$ cat src/rtl/irq_nest_ctrl.sv
module irq_nest_ctrl #(
  parameter int NSRC  = 29,
  parameter int NTRAP = 4,
  parameter int DEPTH = 8,
  parameter int CNTW  = 16
) (
  input  logic              clk,
  input  logic              rst_n,
  input  logic [NSRC-1:0]   irq_req,
  input  logic [NTRAP-1:0]  trap_req,
  input  logic              reg_wr,
  input  logic [3:0]        reg_addr,
  input  logic [15:0]       reg_wdata,
  output logic [15:0]       reg_rdata,
  input  logic              retire,
  input  logic              iret,
  output logic              int_ack,
  output logic [5:0]        int_vec,
  output logic [23:0]       int_addr,
  output logic [3:0]        cpu_level
);
  localparam int SW = $clog2(DEPTH + 1);
  localparam int PW = $clog2(DEPTH);

  logic [NSRC-1:0]  flag_q, flag_d, en_q, en_d;
  logic [2:0]       prio_q [NSRC];
  logic [2:0]       prio_d [NSRC];
  logic [NTRAP-1:0] trap_q, trap_clr;
  logic [3:0]       lvl_q;
  logic [3:0]       stk_q [DEPTH];
  logic [SW-1:0]    dep_q;
  logic             nest_q, alt_q, ack_q;
  logic [5:0]       vec_q;
  logic [CNTW-1:0]  win_q;

  wire win_on  = win_q != '0;
  wire ctrl_wr = reg_wr && reg_addr == 4'd14;

  always_comb begin
    flag_d = flag_q;
    en_d   = en_q;
    prio_d = prio_q;
    for (int i = 0; i < NSRC; i++) begin
      if (reg_wr && reg_addr == 4'(i / 16))     flag_d[i] = reg_wdata[i % 16];
      if (irq_req[i])                           flag_d[i] = 1'b1;
      if (reg_wr && reg_addr == 4'(3 + i / 16)) en_d[i]   = reg_wdata[i % 16];
      if (reg_wr && reg_addr == 4'(6 + i / 4))  prio_d[i] = reg_wdata[4*(i%4) +: 3];
    end
  end

  always_comb begin
    reg_rdata = '0;
    for (int i = 0; i < NSRC; i++) begin
      if (reg_addr == 4'(i / 16))     reg_rdata[i % 16] = flag_q[i];
      if (reg_addr == 4'(3 + i / 16)) reg_rdata[i % 16] = en_q[i];
      if (reg_addr == 4'(6 + i / 4))  reg_rdata[4*(i%4) +: 3] = prio_q[i];
    end
    if (reg_addr == 4'd14) reg_rdata = {nest_q, win_on, alt_q, 9'd0, lvl_q};
    if (reg_addr == 4'd15) reg_rdata = 16'(win_q);
  end

  logic [2:0] best_p;
  logic [5:0] best_i, tr_i, cand_vec;
  logic       tr_ok;
  logic [3:0] cand_lvl;

  always_comb begin
    best_p = '0;
    best_i = '0;
    for (int i = 0; i < NSRC; i++)
      if (flag_q[i] && en_q[i] && prio_q[i] > best_p) begin
        best_p = prio_q[i];
        best_i = 6'(i);
      end
    tr_ok = 1'b0;
    tr_i  = '0;
    for (int t = NTRAP - 1; t >= 0; t--)
      if (trap_q[t]) begin
        tr_ok = 1'b1;
        tr_i  = 6'(t);
      end
  end

  assign cand_lvl = tr_ok ? 4'd11 - tr_i[3:0] : {1'b0, best_p};
  assign cand_vec = tr_ok ? tr_i : 6'd8 + best_i;

  wire masked = (nest_q && dep_q != '0) || (win_on && best_p != 3'd7);
  wire accept = !iret && dep_q != SW'(DEPTH) && (tr_ok || best_p != '0)
                && cand_lvl > lvl_q && (tr_ok || !masked);
  assign trap_clr = (accept && tr_ok) ? NTRAP'(1) << tr_i : '0;

  always_ff @(posedge clk or negedge rst_n) begin
    if (!rst_n) begin
      flag_q <= '0;
      en_q   <= '0;
      prio_q <= '{default: '0};
      trap_q <= '0;
      lvl_q  <= '0;
      stk_q  <= '{default: '0};
      dep_q  <= '0;
      nest_q <= 1'b0;
      alt_q  <= 1'b0;
      ack_q  <= 1'b0;
      vec_q  <= '0;
      win_q  <= '0;
    end else begin
      flag_q <= flag_d;
      en_q   <= en_d;
      prio_q <= prio_d;
      trap_q <= (trap_q & ~trap_clr) | trap_req;
      ack_q  <= accept;
      if (accept) vec_q <= cand_vec;
      if (iret && dep_q != '0) begin
        lvl_q <= stk_q[PW'(dep_q - SW'(1))];
        dep_q <= dep_q - SW'(1);
      end else if (accept) begin
        stk_q[dep_q[PW-1:0]] <= lvl_q;
        dep_q <= dep_q + SW'(1);
        lvl_q <= cand_lvl;
      end else if (ctrl_wr && !nest_q) begin
        lvl_q <= reg_wdata[3:0];
      end
      if (ctrl_wr) begin
        nest_q <= reg_wdata[15];
        alt_q  <= reg_wdata[13];
      end
      if (reg_wr && reg_addr == 4'd15) win_q <= reg_wdata[CNTW-1:0];
      else if (retire && win_on)       win_q <= win_q - CNTW'(1);
    end
  end

  assign int_ack   = ack_q;
  assign int_vec   = vec_q;
  assign int_addr  = (alt_q ? 24'h000084 : 24'h000004) + {17'd0, vec_q, 1'b0};
  assign cpu_level = lvl_q;

  a_r4_ack_raises_level: assert property (@(posedge clk) disable iff (!rst_n)
    int_ack |-> cpu_level > $past(cpu_level));
  a_r7_return_pops: assert property (@(posedge clk) disable iff (!rst_n)
    (iret && dep_q != '0) |=> dep_q == $past(dep_q) - SW'(1));
  a_r8_nest_blocks: assert property (@(posedge clk) disable iff (!rst_n)
    (nest_q && dep_q != '0 && trap_q == '0) |=> (!int_ack || int_vec < 6'(NTRAP)));
  a_r9_level_frozen: assert property (@(posedge clk) disable iff (!rst_n)
    (nest_q && !iret) |=> (int_ack || cpu_level == $past(cpu_level)));
  a_r10_window_mask: assert property (@(posedge clk) disable iff (!rst_n)
    win_on |=> (!int_ack || cpu_level >= 4'd7));
endmodule

$ cat config.mk
export PLATFORM = sky130hd
export DESIGN_NAME = irq_nest_ctrl
export DESIGN_NICKNAME = d
export VERILOG_FILES = /design/src/rtl/irq_nest_ctrl.sv
export SDC_FILE = /design/constraint.sdc
export NUM_CORES = 1
export LEC_CHECK = 0
export BUFFER_PORTS_ARGS = -buffer_cell sky130_fd_sc_hd__buf_4
export CAP_MARGIN = 20
export CORE_UTILIZATION = 30
export CTS_CLUSTER_DIAMETER = 100
export DETAILED_ROUTE_END_ITERATION = 10
export PLACE_DENSITY = 0.48
export SLEW_MARGIN = 10
export SYNTH_ARGS = -nofsm -noshare
export SYNTH_HDL_FRONTEND = slang
export SYNTH_SLANG_ARGS = --single-unit
$ cat constraint.sdc
create_clock -name clk -period 37.8 [get_ports clk]
set_clock_uncertainty 0.15 [all_clocks]
set_input_delay 7.56 -clock clk [delete_from_list [all_inputs] [get_ports clk]]
set_output_delay 7.56 -clock clk [all_outputs]
set_load 0.05 [all_outputs]
==> results of run 1 <==
-- how the worst max path moves through the flow --
stage	startpoint	cells past startpoint	endpoint
2_1_floorplan	flag_q[0]	189	stk_q[10]
3_3_place_gp	en_q[0]	189	stk_q[27]
3_5_place_dp	flag_q[0]	190	stk_q[27]
4_1_cts	flag_q[0]	190	stk_q[10]
5_1_grt	flag_q[0]	192	stk_q[11]
6_report	flag_q[0]	189	stk_q[10]
-- flip-flops by register name, summed over array words and instances (netlist names) --
name and count:
int_ack 1, win_q 16, flag_q 29, dep_q 4, alt_q 1, int_vec 6, cpu_level 4, prio_q 87
en_q 29, stk_q 32, nest_q 1, trap_q 4
-- synthesized netlist by cell type (all sizes together), types with 5 or more instances --
library cell | number | share of area
nor2 | 133 | 0.034
o311ai | 7 | 0.0047
or2 | 14 | 0.0059
o21bai | 7 | 0.0036
a22oi | 33 | 0.017
dfrtp | 214 | 0.36
clkbuf | 64 | 0.016
a22o | 12 | 0.0077
o21a | 11 | 0.0056
a21oi | 81 | 0.029
o221ai | 10 | 0.0063
xor2 | 7 | 0.0041
a21o | 13 | 0.0066
nor3 | 34 | 0.012
nor4 | 11 | 0.0081
a222oi | 16 | 0.011
ha | 39 | 0.033
a31oi | 21 | 0.0099
mux2i | 9 | 0.0061
nor2b | 6 | 0.0025
inv | 60 | 0.015
xnor2 | 15 | 0.0089
o211ai | 16 | 0.0085
and3 | 55 | 0.023
and2 | 26 | 0.011
o31ai | 7 | 0.0048
maj3 | 5 | 0.0034
a221o | 5 | 0.0034
nand3 | 61 | 0.022
a21boi | 5 | 0.0025
or4 | 11 | 0.0056
mux4 | 10 | 0.015
a221oi | 5 | 0.0030
nand2 | 118 | 0.030
nand2b | 16 | 0.0069
a211o | 37 | 0.022
o211a | 13 | 0.0088
o22ai | 8 | 0.0038
a211oi | 11 | 0.0071
o2111ai | 6 | 0.0036
mux2 | 157 | 0.12
nand4 | 13 | 0.0055
o21ai | 68 | 0.023
buf | 26 | 0.012
or3 | 16 | 0.0068
-- logic make-up after synthesis --
kind of cell	synth area share
adder cells (fa/ha/maj)	0.0364
AO/OA/AOI/OAI	0.223
other	0.000254
multiplexers	0.142
buffers and inverters	0.0434
flip-flops	0.362
XOR/XNOR	0.0130
AND/OR/NAND/NOR	0.180
-- area by class of cell --
cell class,instances,area [sq um]
Clock buffer,37,774
Inverter,60,228
Fill cell,4969,31100
Clock inverter,13,160
Multi-Input combinational cell,1222,9240
Tap cell,664,831
Timing Repair Buffer,139,1050
Sequential cell,214,5360
-- critical path: cells and delay by family (launching register included) --
family | cells | cell delay (ns)
AO/OA/AOI/OAI | 78 | 14.14
adder cells (fa/ha/maj) | 34 | 9.64
AND/OR/NAND/NOR | 63 | 8.25
multiplexers | 8 | 2.47
buffers and inverters | 6 | 0.64
flip-flops | 1 | 0.44
-- cell usage in the layout, fill, tap and decap left out, types with 12 or more instances in the layout --
cell,n
and2_1,24
a31oi_1,17
nor2_1,113
nor3_1,27
clkbuf_16,28
or2_2,12
inv_1,59
o211ai_1,15
or3_1,15
a21oi_1,74
and3_1,55
nand2b_1,15
dfrtp_1,212
nor2_2,17
a222oi_1,16
a21o_1,13
mux2_2,138
a211o_1,37
nand3_1,56
conb_1,16
ha_1,37
o211a_1,13
o21ai_0,53
a22oi_1,32
xnor2_1,15
buf_4,138
nand4_1,13
mux2_1,13
nand2_1,116
-- repair_timing --
item                       4_1_cts  5_1_grt
pin swaps                        1       29
gates resized for setup         26       63
buffers inserted                 1       30
setup endpoints to repair       51       51
-- stage by stage --
| stage | area [sq um] | worst slack [ns] | power, mW | hold slack, ns |
|---|---|---|---|---|
| floorplan | 14800 | 3.27 | 0.987 | 0.303 |
| global placement | 16100 | -0.372 | 1.21 | 0.316 |
| detailed placement | 16100 | -1.20 | 1.22 | 0.324 |
| CTS | 17200 | 0.00125 | 1.51 | 0.337 |
| global route | 17600 | -0.232 | 1.75 | 0.357 |
| finish | 17600 | 1.91 | 1.63 | 0.335 |
-- routing by layer --
metal	wire (microns)	vias to the layer above
met1	26200	6817
met2	25900	430
li1	-	6131
met5	0	-
met4	1810	0
met3	2980	94
-- power groups by stage --
stage / combinational (mW) / sequential (mW) / clock (mW)
2_1_floorplan: 0.643 / 0.345 / 0
3_5_place_dp: 0.838 / 0.381 / 0
3_3_place_gp: 0.827 / 0.380 / 0
5_1_grt: 1.07 / 0.390 / 0.284
6_report: 0.976 / 0.381 / 0.272
4_1_cts: 0.858 / 0.379 / 0.278
==> results.json, run 1 <==
{
  "outcome": "finished clean",
  "grtUsageMet1": 0.315,
  "placementRows": 81,
  "vias": 13500,
  "yosysWarnings": 0,
  "clkPwrFrac": 0.167,
  "grt_pass1_vias": 13000,
  "path_class": "reg -> reg",
  "sw_frac_of_total": 0.462,
  "p_switching_uw": 752,
  "fmax_mhz": 27.9,
  "powerDensity_nw_per_um2": 92.3,
  "ir_drop_v": 0.0000459,
  "hold_start": "stk_q[4]",
  "finalSetupTns_ns": 0,
  "drive_gt1_frac": 0.272,
  "grt_use_total": 0.223,
  "synth_ff_type": "dfrtp_1",
  "drt_iter0_markers": 1080,
  "ant_nets": 0,
  "cts_buffer_depth": 3,
  "dp.cells": 2268,
  "r2r_slack_ns": 1.91,
  "io_buffers": 92,
  "dpl.hpwl_microns": 41900,
  "relSlewSlack": 0.241,
  "coreArea_sq_um": 48700,
  "instances_no_fill": 2349,
  "dr.pass1.iters": 7,
  "path_clk_slew_ns": 0.06,
  "drcViolationCount": 0,
  "rr_worst_depth": 189,
  "ios": 109,
  "die_height_microns": 224,
  "startpoint_type": "register",
  "ctsRootBufferMaster": "clkbuf_16",
  "seqPwrFrac": 0.234,
  "share_comb_of_total_power": 0.599,
  "clkLatencyLatePin_ns": 0.60,
  "cts.sinks": 214,
  "yosysSeqAreaShare": 0.362,
  "grt.busiest_layer": "met2",
  "synth-seq-cells": 214,
  "grt_use_met2": 0.356,
  "whs_endpoint": "stk_q[4]",
  "p_int_uw": 877,
  "syn-mean-instance-area_sq_um": 9.42,
  "antenna_found_initial": 2,
  "period_share": 0.950,
  "path_common_cell": "ha_1",
  "vias_per_cell": 5.74,
  "grt_overflow": 0,
  "antenna_cells": 0,
  "grt_max_degree": 99,
  "period_minus_slack_ns": 35.89,
  "grt_use_met3": 0.0233,
  "r2r_end": "stk_q[10]",
  "cp-end-kind": "register",
  "hold_path_depth": 1,
  "num-nets-final": 1762,
  "hold_viol": 0,
  "initial_core_util": 0.303,
  "synthCells": 1571,
  "yosysUniqueCellTypes": 106,
  "timing.rr.start": "flag_q[0]",
  "hold_buffers": 0,
  "synthArstFlopShare": 1.00,
  "cp_max_fo": 7,
  "synth_area_sq_um": 14800,
  "wl_microns": 56900,
  "leakage_nw": 7.55,
  "die_w_microns": 224,
  "setup_viol": 0,
  "critPathMaxStageDelay_ns": 0.51,
  "worstPathArrival_ns": 36.21,
  "wl_per_cell_microns": 24.2,
  "cts_tree": "yes",
  "grt_pass1_wl_microns": 84500,
  "syn_to_final_growth_pct": 19.3,
  "die_area_sq_um": 50200,
  "cp_slowest_cell": "or4_4",
  "slew_viol_final": 0,
  "max-cap-violations": 0,
  "cts_buffers": 28,
  "worstPathRequired_ns": 38.12,
  "worst-slew-pin-transition_ns": 1.13,
  "cts_max_level": 1,
  "place_congestion": 0.889,
  "finalCoreUtilization": 0.362,
  "synth_edf_count": 0,
  "hold_class": "reg -> reg"
}
Power figures use the tool's default switching activity.
==> run 2: changes to the inputs <==
- clock period: 37.8 -> 42.4 ns (I/O delays scaled with it)
==> results.json, run 2 (synthesized netlist as in run 1, its figures left out) <==
{
  "critPathTopFamily": "compound AO/OA/AOI/OAI gates",
  "place_congestion": 0.920,
  "vias_per_cell": 5.71,
  "wl_microns": 55400,
  "ir_drop_v": 0.0000353,
  "cp-end-kind": "register",
  "initial_core_util": 0.303,
  "dr.pass1.iters": 6,
  "cts.sinks": 214,
  "period_minus_slack_ns": 39.06,
  "timing.rr.start": "en_q[0]",
  "crit_end": "stk_q[14]",
  "setup_viol": 0,
  "cts_tree": "yes",
  "p_total_mw": 1.33,
  "fmax_mhz": 25.6,
  "cp_slowest_cell": "or4_1",
  "critPathMaxStageDelay_ns": 0.72,
  "grt_max_degree": 95,
  "startpoint_type": "register",
  "grt_pass1_wl_microns": 83600,
  "finalSetupTns_ns": 0,
  "die_area_sq_um": 50200,
  "powerDensity_nw_per_um2": 78.2,
  "worstPathRequired_ns": 42.71,
  "clkLatencyLatePin_ns": 0.58,
  "relSlewSlack": 0.331,
  "critPathLaunch": "en_q[0]",
  "antenna_found_initial": 1,
  "r2r_end": "stk_q[14]",
  "r2r_slack_ns": 3.34,
  "layout_commonest_cell": "dfrtp_1",
  "worst-slew-pin-transition_ns": 1.00,
  "ctsRootBufferMaster": "clkbuf_16",
  "finalCoreUtilization": 0.350,
  "ant_nets": 0,
  "seq_area_sq_um": 5360,
  "max-cap-violations": 0,
  "die_w_microns": 224,
  "grt_use_total": 0.221,
  "cts_buffer_depth": 3,
  "postPlaceCellArea_sq_um": 16100,
  "grt_pass1_vias": 12900,
  "cts_max_level": 1,
  "crit_buf_inv": 4,
  "coreArea_sq_um": 48700,
  "leakage_nw": 7.33,
  "path_class": "reg -> reg",
  "fillers": 5017,
  "num-nets-final": 1728,
  "drt_iter0_markers": 1203,
  "hold_viol": 0,
  "wl_per_cell_microns": 23.9,
  "hold_class": "reg -> reg",
  "dpl.hpwl_microns": 41300,
  "cts_buffers": 27,
  "ios": 109,
  "io_buffers": 92,
  "layout_common_cells": "dfrtp_1, mux2_2, nor2_1",
  "cp_max_fo": 10,
  "fin_area_sq_um": 17000,
  "syn_to_final_growth_pct": 15.3,
  "drcViolationCount": 0,
  "outcome": "finished clean",
  "worstPathArrival_ns": 39.37,
  "vias": 13200,
  "grt_overflow": 0,
  "period_share": 0.921,
  "drive_gt1_frac": 0.222,
  "multi_input_area_sq_um": 8890,
  "rr_worst_depth": 186,
  "largest_reg_flops": 87,
  "path_common_cell": "nor2_1",
  "slew_viol_final": 0,
  "placementRows": 81,
  "die_height_microns": 224,
  "hold_buffers": 0,
  "regMostFlops": "prio_q",
  "reg_top3": "prio_q (87), stk_q (32)",
  "cp_num_cells": 186,
  "path_clk_slew_ns": 0.06,
  "antenna_cells": 0
}
## run 2: worst reg2reg max path: cells and delay by family (launching register included)
kind / cells / cell delay (ns)
AOI/OAI and AO/OA: 77 / 17.29
adders and majority gates: 34 / 9.61
buffers and inverters: 4 / 0.49
DFF: 1 / 0.47
muxes: 8 / 2.65
and+or+nand+nor: 63 / 8.37
## run 2: report_power, final
| group | switching (mW) | internal, mW | total, mW |
|---|---|---|---|
| Clock | 0.0990 | 0.145 | 0.244 |
| Sequential | 0.0828 | 0.257 | 0.340 |
| Combinational | 0.432 | 0.318 | 0.750 |
## run 2: how the worst min path moves through the flow
stage / start / to / slack (ns) / depth (start not counted)
3_3_place_gp: stk_q[6] / stk_q[6] / 0.32 / 1
2_1_floorplan: stk_q[4] / stk_q[4] / 0.30 / 1
5_1_grt: stk_q[11] / stk_q[11] / 0.35 / 1
3_5_place_dp: stk_q[10] / stk_q[10] / 0.33 / 1
6_report: stk_q[10] / stk_q[10] / 0.34 / 1
4_1_cts: stk_q[10] / stk_q[10] / 0.34 / 1
## run 2: per-stage QoR
stage / hold WS, ns / setup slack [ns] / std cells
2_1_floorplan: 0.303 / 7.87 / 1586
3_3_place_gp: 0.316 / 4.01 / 2265
4_1_cts: 0.340 / 3.06 / 2315
3_5_place_dp: 0.327 / 3.24 / 2265
5_1_grt: 0.351 / -0.00734 / 2316
6_report: 0.338 / 3.34 / 2316
## run 2: metal layers
layer  up-vias  part of all wire  GRT usage
met2       415              0.46      0.354
met3        60             0.058     0.0302
met1      6680              0.46      0.311
met4         0             0.022     0.0563
li1       6064                 -          -
met5         -                 0          0
## run 2: timing repair
item                                    in CTS  in global routing
buffers inserted                             0                  1
gates resized for setup                      0                  3
endpoints found under the setup margin       0                 38
## run 2: cell type report
| class | instances | area share |
|---|---|---|
| multi-input combinational | 1222 | 0.521 |
| sequential | 214 | 0.314 |
| tap | 664 | 0.0487 |
| timing repair buffer | 106 | 0.0471 |
| clock buffer | 35 | 0.0443 |
| inverter | 60 | 0.0132 |
| clock inverter | 15 | 0.0110 |
==> run 3: changes to the inputs <==
- ABC_AREA: unset -> 1
- PLACE_DENSITY: 0.48 -> 0.49
==> results.json, run 3 <==
{
  "ctsRootBufferMaster": "clkbuf_16",
  "fillers": 4724,
  "path_clk_slew_ns": 0.06,
  "grt_overflow": 0,
  "grt_use_total": 0.205,
  "synth_edf_count": 0,
  "synth_top_area_cell": "dfrtp_1",
  "yosysSeqAreaShare": 0.385,
  "io_buffers": 92,
  "placementRows": 78,
  "drt_iter0_markers": 937,
  "grt_pass1_vias": 12400,
  "largest_reg_flops": 87,
  "die_height_microns": 217,
  "grt_pass1_wl_microns": 73900,
  "crit_end": "stk_q[31]",
  "synth_most_common_cell": "nand2_1",
  "reg_top3": "prio_q (87), stk_q (32)",
  "max-cap-violations": 0,
  "synth_area_sq_um": 13900,
  "critPathMaxStageDelay_ns": 0.37,
  "synth_ff_type": "dfrtp_1",
  "dp_slack_ns": 10.24,
  "powerDensity_nw_per_um2": 80.7,
  "worst-slew-pin-transition_ns": 0.922,
  "num-nets-final": 2046,
  "syn_to_final_growth_pct": 16.2,
  "critPathLaunch": "en_q[0]",
  "synth_mux_area_frac": 0.00360,
  "clkLatencyLatePin_ns": 0.57,
  "die_w_microns": 217,
  "worstPathArrival_ns": 32.57,
  "regMostFlops": "prio_q",
  "antenna_found_initial": 0,
  "yosysWarnings": 0,
  "cts_tree": "yes",
  "wl_per_cell_microns": 18.7,
  "die_area_sq_um": 47200,
  "r2r_end": "stk_q[31]",
  "yosysUniqueCellTypes": 53,
  "hold_class": "reg -> reg",
  "layout_commonest_cell": "nand2_1",
  "drcViolationCount": 0,
  "setup_ws_ns": 10.11,
  "synth_compound_area_frac": 0.193,
  "synth-seq-cells": 214,
  "yosys-top-cells-count": "nand2_1, o21ai_0, dfrtp_1, inv_1, nor2_1",
  "cp_max_fo": 12,
  "ant_nets": 0,
  "wl_microns": 48100,
  "finalCoreUtilization": 0.355,
  "outcome": "finished clean",
  "cts_max_level": 1,
  "finalSetupTns_ns": 0,
  "leakage_nw": 7.79,
  "synthCells": 1868,
  "hold_buffers": 0,
  "slew_viol_final": 0,
  "cts.sinks": 214,
  "cts_setup_buffers": 0,
  "synth_top_area_share": 0.385,
  "dr.pass1.iters": 5,
  "layout_common_cells": "nand2_1, o21ai_0, dfrtp_1",
  "synth_top_family_by_area": "simple AND/OR/NAND/NOR gates",
  "relSlewSlack": 0.369,
  "cp_slowest_cell": "dfrtp_1",
  "period_share": 0.762,
  "instances_no_fill": 2574,
  "hold_viol": 0,
  "cts.repair.resized": 0,
  "cp-end-kind": "register",
  "r2r_slack_ns": 10.11,
  "place_congestion": 0.971,
  "rr_worst_depth": 195,
  "vias": 13000,
  "setup_viol": 0,
  "syn-mean-instance-area_sq_um": 7.45,
  "fmax_mhz": 31.0,
  "grt_max_degree": 90,
  "coreArea_sq_um": 45600,
  "cts_buffers": 28,
  "startpoint_type": "register",
  "ios": 109,
  "dp.cells": 2517,
  "cts_buffer_depth": 3,
  "ir_drop_v": 0.0000391,
  "path_common_cell": "o21ai_0",
  "synthTopCellsByArea": "dfrtp_1, nand2_1, o21ai_0",
  "dpl.hpwl_microns": 35800,
  "yosys.area_share.simple": 0.283,
  "initial_core_util": 0.305,
  "path_class": "reg -> reg",
  "synth_fa_ha_area_frac": 0.0351,
  "synthArstFlopShare": 1.00,
  "vias_per_cell": 5.05,
  "worstPathRequired_ns": 42.68,
  "timing.rr.start": "en_q[0]",
  "rsz0062_at_grt": "false",
  "synth_xor_area_frac": 0.0107,
  "drive_gt1_frac": 0.169,
  "period_minus_slack_ns": 32.29
}
run 3: changes by cell type after synthesis, sizes merged, moves of 54 or more:
cell / delta
and3: -54
inv: +166
mux2: -157
nand2: +419
nand3: +80
o21ai: +215
run 3: worst min path at each step:
stage	from	endpoint	slack, ns	cells after the start
after floorplan	en_q[20]	en_q[20]	0.30	2
after detailed placement	stk_q[8]	stk_q[8]	0.32	2
after global routing	stk_q[8]	stk_q[8]	0.35	2
after global placement	prio_q[75]	prio_q[75]	0.32	2
final	prio_q[27]	prio_q[27]	0.33	2
after CTS	prio_q[35]	prio_q[35]	0.34	2
run 3: power by group:
group / switching, mW / internal, mW / total, mW / leakage [nW]
clock: 0.0983 / 0.160 / 0.258 / 0.488
combinational: 0.486 / 0.264 / 0.750 / 4.71
sequential: 0.0435 / 0.253 / 0.296 / 2.60
total: 0.628 / 0.677 / 1.30 / 7.79
run 3: stage by stage:
step / power (mW) / hold slack [ns] / instance area, sq um
detailed placement: 1.04 / 0.323 / 15100
global route: 1.42 / 0.355 / 16200
global placement: 1.03 / 0.317 / 15100
floorplan: 0.876 / 0.303 / 14000
CTS: 1.31 / 0.337 / 16100
finish: 1.30 / 0.332 / 16200
run 3: critical path, delay by kind of cell, from the launching register on:
family / cells / cell delay (ns)
buffers and inverters: 13 / 1.07
DFF: 1 / 0.37
adders and majority gates: 29 / 8.37
AOI/OAI and AO/OA: 49 / 11.25
and+or+nand+nor: 104 / 10.95
run 3: cell families (layout without fill, tap and decap cells):
group                      after synthesis  count (layout)
muxes                                    5               5
and+or+nand+nor                        828             828
buffers and inverters                  303             391
xor gates and xnor gates                17              17
AOI/OAI and AO/OA                      461             461
other                                    1              19
DFF                                    214             214
adders and majority gates               39              39
run 3: layer usage:
metal | GRT usage | vias to the layer above | routed length (microns)
met3 | 0.0299 | 89 | 2780
met4 | 0.0737 | 0 | 1720
met5 | 0 | - | 0
met1 | 0.280 | 6170 | 21700
met2 | 0.330 | 376 | 21900
li1 | - | 6364 | -
run 3: cell type report:
class	count	area, sq um	area share
Tap cell	600	751	0.0464
Clock buffer	40	827	0.0512
Sequential cell	214	5360	0.331
Inverter	237	895	0.0553
Timing Repair Buffer	102	781	0.0483
Clock inverter	12	176	0.0109
Antenna cell	3	7.51	0.000464
Multi-Input combinational cell	1366	7370	0.456
